**config.mk**
```make
export PLATFORM = sky130hd
export DESIGN_NAME = err_status_reg
export DESIGN_NICKNAME = d
export VERILOG_FILES = /design/src/rtl/err_status_pkg.sv /design/src/rtl/err_prio_enc.sv /design/src/rtl/err_code_hold.sv /design/src/rtl/err_clear_ctrl.sv /design/src/rtl/err_status_reg.sv
export SDC_FILE = /design/constraint.sdc
export NUM_CORES = 1
export LEC_CHECK = 0
export BUFFER_PORTS_ARGS = -buffer_cell sky130_fd_sc_hd__buf_2
export CORE_AREA = 2 2 39 41
export CTS_BUF_LIST = sky130_fd_sc_hd__clkbuf_4 sky130_fd_sc_hd__clkbuf_8
export CTS_CLUSTER_SIZE = 10
export DETAILED_ROUTE_END_ITERATION = 7
export DIE_AREA = 0 0 41 43
export GPL_ROUTABILITY_DRIVEN = 0
export SETUP_SLACK_MARGIN = 0.05
export SYNTH_ARGS = -nofsm -noshare
export SYNTH_HDL_FRONTEND = slang
export SYNTH_HIERARCHICAL = 1
export SYNTH_SLANG_ARGS = --single-unit
```
**constraint.sdc**
```tcl
create_clock -name clk_i -period 2.58 [get_ports clk_i]
set_input_delay 0.516 -clock clk_i [delete_from_list [all_inputs] [get_ports clk_i]]
set_output_delay 0.516 -clock clk_i [all_outputs]
set_load 0.005 [all_outputs]
```
**src/rtl/err_status_pkg.sv**
```systemverilog
package err_status_pkg;
  localparam int unsigned NUM_CAUSES = 7;
  localparam int unsigned CODE_W     = 4;
  localparam int unsigned STAT_W     = 8;
endpackage

```
**src/rtl/err_prio_enc.sv**
```systemverilog
module err_prio_enc #(
  parameter int unsigned NUM_CAUSES = 7,
  parameter int unsigned CODE_W     = 4
) (
  input  logic [NUM_CAUSES-1:0] cause_i,
  output logic                  any_o,
  output logic [CODE_W-1:0]     code_o
);
  // causes 1..N-1 only; cause 0 is handled by the latch
  always_comb begin
    code_o = '0;
    for (int k = NUM_CAUSES - 1; k >= 1; k--) begin
      if (cause_i[k]) code_o = CODE_W'(k);
    end
  end

  assign any_o = |cause_i[NUM_CAUSES-1:1];
endmodule

```
**src/rtl/err_code_hold.sv**
```systemverilog
module err_code_hold #(
  parameter int unsigned CODE_W = 4
) (
  input  logic              clk_i,
  input  logic              rst_ni,
  input  logic              sys_set_i,
  input  logic              any_i,
  input  logic [CODE_W-1:0] win_code_i,
  input  logic              clr_take_i,
  output logic [CODE_W-1:0] code_o,
  output logic              active_o
);
  logic              sys_q;
  logic              sys_d;
  logic [CODE_W-1:0] code_q;
  logic              active_q;

  assign sys_d = sys_q | sys_set_i;

  always_ff @(posedge clk_i or negedge rst_ni) begin
    if (!rst_ni) begin
      sys_q    <= 1'b0;
      code_q   <= '0;
      active_q <= 1'b0;
    end else begin
      sys_q    <= sys_d;
      active_q <= sys_d | any_i;
      if (sys_d)           code_q <= '0;
      else if (any_i)      code_q <= win_code_i;
      else if (clr_take_i) code_q <= '0;
    end
  end

  assign code_o   = code_q;
  assign active_o = active_q;
endmodule

```
**src/rtl/err_clear_ctrl.sv**
```systemverilog
module err_clear_ctrl (
  input  logic clk_i,
  input  logic rst_ni,
  input  logic clr_req_i,
  input  logic active_i,
  output logic take_o,
  output logic done_o
);
  logic done_q;

  assign take_o = clr_req_i & ~active_i;

  always_ff @(posedge clk_i or negedge rst_ni) begin
    if (!rst_ni) done_q <= 1'b0;
    else         done_q <= take_o;
  end

  assign done_o = done_q;
endmodule

```
**src/rtl/err_status_reg.sv**
```systemverilog
module err_status_reg
  import err_status_pkg::*;
#(
  parameter int unsigned N_CAUSE = NUM_CAUSES,
  parameter int unsigned C_W     = CODE_W,
  parameter int unsigned S_W     = STAT_W
) (
  input  logic               clk_i,
  input  logic               rst_ni,
  input  logic [N_CAUSE-1:0] cause_i,
  input  logic               clr_req_i,
  output logic [S_W-1:0]     status_o,
  output logic               clr_done_o
);
  localparam int unsigned PAD_W = S_W - 1 - C_W;

  logic           any;
  logic [C_W-1:0] win_code;
  logic [C_W-1:0] code;
  logic           active;
  logic           clr_take;

  err_prio_enc #(.NUM_CAUSES(N_CAUSE), .CODE_W(C_W)) u_enc (
    .cause_i (cause_i),
    .any_o   (any),
    .code_o  (win_code)
  );

  err_code_hold #(.CODE_W(C_W)) u_hold (
    .clk_i      (clk_i),
    .rst_ni     (rst_ni),
    .sys_set_i  (cause_i[0]),
    .any_i      (any),
    .win_code_i (win_code),
    .clr_take_i (clr_take),
    .code_o     (code),
    .active_o   (active)
  );

  err_clear_ctrl u_clr (
    .clk_i     (clk_i),
    .rst_ni    (rst_ni),
    .clr_req_i (clr_req_i),
    .active_i  (active),
    .take_o    (clr_take),
    .done_o    (clr_done_o)
  );

  assign status_o = {active, {PAD_W{1'b0}}, code};
endmodule

```
==> After elaboration in Yosys (flattened, before gate mapping) <==
Index checks and enable logic that the tools add are counted.
{ "op_classes": {"muxes": 9, "bitwise": 4, "reduce_logical": 2} }
{ "ops": {"columns": ["op", "count"], "rows": [
  ["two-way mux 3 bit", 6],
  ["two-way mux 4 bit", 3],
  ["OR reduction 6 bit", 1],
  ["nonzero test 3 bit", 1],
  ["OR 1 bit", 2],
  ["bitwise AND 1 bit", 1],
  ["NOT 1 bit", 1]
]} }
{ "word_totals": {"register_bits": 7, "in_bits": 10, "out_inout_bits": 9, "wordCells": 19} }

==> Logic depth before layout (Yosys ltp) <==
{ "depth": {"word_depth": 8, "mapped_depth": 4, "ltp_nobuf": 4} }

==> By module <==
The synthesis kept the hierarchy.
{ "modules_own_cells": {"columns": ["mod", "instances", "cells_each", "area_per_inst_um2", "seq_area_each_um2"], "rows": [
  ["err_code_hold", 1, 21, 237.7, 150.1],
  ["err_prio_enc", 1, 11, 67.6, 0.0],
  ["err_clear_ctrl", 1, 2, 38.8, 25.0],
  ["err_status_reg", 1, 5, 33.8, 0.0]
]} }

==> Worst setup path after synthesis <==
Ideal clock, no wire load.
{ "synth_timing": {"path_kind": "input to register", "from": "input port cause_i[5]", "to": "register u_hold.code_q[0] (netlist: u_hold/code_o[0])", "setup_ps": 77, "t_arrival_ps": 1457, "t_required_ps": 2503, "path_slack_ps": 1046, "stages": 4, "n_path_buf": 0, "cell_sequence": "nor3_1 > nand3b_1 > or3b_1 > a21oi_1"} }
{ "synth_between": {"elab_cells_between_ends": 9, "classes_between": "mux: 7; reduce/logical: 2"} }
{ "synth_lines": {"columns": ["item", "line", "source"], "rows": [
  ["start, declared", "err_status_reg.sv:10", "input logic [N_CAUSE-1:0] cause_i,"],
  ["OR reduction 6 bit (*)", "err_prio_enc.sv:17", "assign any_o = |cause_i[NUM_CAUSES-1:1];"],
  ["net any", "err_status_reg.sv:17", "logic any;"],
  ["two-way mux 4 bit", "err_code_hold.sv:29", "else if (any_i) code_q <= win_code_i;"],
  ["two-way mux 4 bit", "err_code_hold.sv:28", "if (sys_d) code_q <= '0;"],
  ["end signal, assigned", "err_code_hold.sv:29", null],
  ["end, declared", "err_code_hold.sv:15", "logic [CODE_W-1:0] code_q;"]
]} }
The timed path passes the listed nets; every way through them passes the cells marked *.
A chain may end at the register's enable or synchronous reset.

==> Final worst setup path <==
{ "layout_timing": {"from": "input port cause_i[5]", "to": "register u_hold.code_q[3] (netlist: u_hold/code_o[3])"} }
The elaborated chain is that of the path after synthesis.

==> impl_metrics.yaml <==
grt:
  busiest_layer: "met2"
  grt_pass1_vias: 289
  gr-usage-met2_pct: 13.8
  gr-total-overflow: 0
  use_met1_pct: 13.2
  met3_usage_pct: 7.85
  grt_pass1_wl_microns: 1180
  antenna_found_initial: 0
  grt_max_degree: 10
  grtUsageTotal_pct: 10.3
pwr:
  cellLeakagePower_nw: 0.233
  finalPower_mw: 0.236
  peakVddDrop_v: 0.000236
  power_density_mw_per_mm2: 503
clock_network:
  clockBufferDepth: 2
  path_clk_slew_ns: 0.05
  cts_buffers: 3
  htree_levels: 1
  cts_setup_buffers: 0
  insertion_delay_ns: 0.25
  cts_root_buf: "clkbuf_4"
  post_cts_resized: 0
  clock-sinks: 7
  cts_tree: "done"
  cts_hold_buf: 0
routing:
  drt_iter0_drc: 6
  viasPerCell: 4.40
  post_drt_wl_per_cell_microns: 9.47
  drt_pass1_iterations: 3
  vias: 308
  wirelength_microns: 663
  drc: 0
  ant_nets: 0
worst_setup_path:
  critPathLaunch: "cause_i[5]"
  critPathArrivalTime_ns: 1.74
  endpoint_kind: "register"
  worstPathRequired_ns: 2.75
  r2r_slack_ns: 1.56
  crit_fanout: 9
  r2r_end: "u_hold/code_o[3]$_DFFE_PN0P_"
  cp-start-kind: "input pin"
  path_class: "in -> reg"
  crit-reg2reg-launch: "u_hold/active_o$_DFF_PN0_"
  r2r_cells: 3
  setup.worst_path.end: "u_hold/code_o[3]$_DFFE_PN0P_"
sta:
  whs_ns: 0.0889
  tns_ns: 0
  layout_min_cycle_time_ns: 1.58
  skew_ns: 0.00209
  clock.fmax_mhz: 634
  drv_slew: 0
  setup_viol: 0
  fin_ws_ns: 1.00
  fin_crit_sh_pct: 61.1
  report.final.hold_viol_count: 0
  rsz0062_at_grt: "false"
die:
  num_rows: 14
  start_util_pct: 27.3
  top_level_ports: 19
  core-area_sq_mm: 0.00138
  die_x_microns: 41
  die-area_sq_mm: 0.00176
  dieHeight_microns: 43
yosys:
  avgSynthCellArea_sq_um: 9.69
  synth_seq_area_share_pct: 46.4
  netlist_area_sq_um: 378
  synth_cell_types: 17
  yosysWarnings: 6
  synth_cells: 39
  ys_ff_latch: 7
final_layout:
  drive_above_1_share_pct: 40.7
  fin_area_sq_um: 469
  synthToLayoutAreaGrowth_pct: 24.2
  n_antenna_cell: 0
  most-common-layout-cells: "buf_2, dfrtp_1, or3b_1, a21oi_1"
  layout_commonest_cell: "buf_2"
  num-fill-cells: 146
  fin_nets: 65
placement:
  dp_hpwl_microns: 519
  place_area_sq_um: 439
  port_buffers: 15
  pre_cts_ws_ns: 0.766
job:
  cap_violations: 0
worst_hold_path:
  hp-class: "in -> async"
outcome:
  status: "finished clean"
worst max-delay path, stage by stage:
cell      delay, ns
buf_2          0.11
nor3_1         0.26
nand3b_1       0.27
or3b_1         0.43
a21oi_1        0.16
synthesized netlist by cell type, drive strengths merged:
library cell  n  area (sq um)
nand2         4          15.0
conb          2          7.51
nor3          1          5.00
or3b          5          43.8
or3           1          7.51
nor4          1          6.26
inv           1          3.75
nand3b        1          7.51
buf           5          37.5
dfrtp         7           175
a21oi         5          25.0
nor2b         1          13.8
clkbuf        1          3.75
nor3b         1          7.51
or2           1          6.26
nor2          1          3.75
a211o         1          8.76
power breakdown:
group	total (mW)	switching, mW	internal [mW]
Sequential	0.110	0.0000000000000000401	0.110
Clock	0.107	0.0374	0.0693
Combinational	0.0193	0.0100	0.00925
sequential cells by signal (all words and copies together) (netlist names):
signal	count
u_hold/active_o	1
u_hold/sys_q	1
u_hold/code_o	4
u_clr/done_o	1
layout make-up:
type / instances / area [sq um] / share of cell area [%]
Tap cell: 16 / 20.0 / 4.27
Inverter: 1 / 3.75 / 0.800
Sequential cell: 7 / 175 / 37.3
Clock buffer: 4 / 30.0 / 6.40
Multi-Input combinational cell: 27 / 165 / 35.2
Timing Repair Buffer: 15 / 75.1 / 16.0
per-layer routing:
layer,up-vias,wire [microns]
li1,155,-
met1,142,295
met2,11,312
met3,0,56
met4,0,0
met5,-,0
worst min path at each step:
stage | startpoint | to | slack [ns] | depth (start not counted)
5_1_grt | rst_ni | u_hold/code_o[0]$_DFFE_PN0P_ | 0.08 | 1
2_1_floorplan | rst_ni | u_clr/done_o$_DFF_PN0_ | 0.22 | 0
3_3_place_gp | rst_ni | u_clr/done_o$_DFF_PN0_ | 0.36 | 1
3_5_place_dp | rst_ni | u_clr/done_o$_DFF_PN0_ | 0.36 | 1
4_1_cts | rst_ni | u_clr/done_o$_DFF_PN0_ | 0.08 | 1
6_report | rst_ni | u_clr/done_o$_DFF_PN0_ | 0.09 | 1
stage by stage:
stage | util, % | instances
finish | 33.9 | 70
global route | 33.9 | 70
CTS | 33.9 | 70
detailed placement | 31.7 | 66
global placement | 31.7 | 66
floorplan | - | 41
kinds of logic after synthesis:
| group | share of synthesized area, % |
|---|---|
| flops | 46.4 |
| simple gates | 30.8 |
| compound gates | 8.94 |
| other cells | 1.99 |
| buf+inv | 11.9 |
Note: power is estimated with default switching activity, not from simulation.
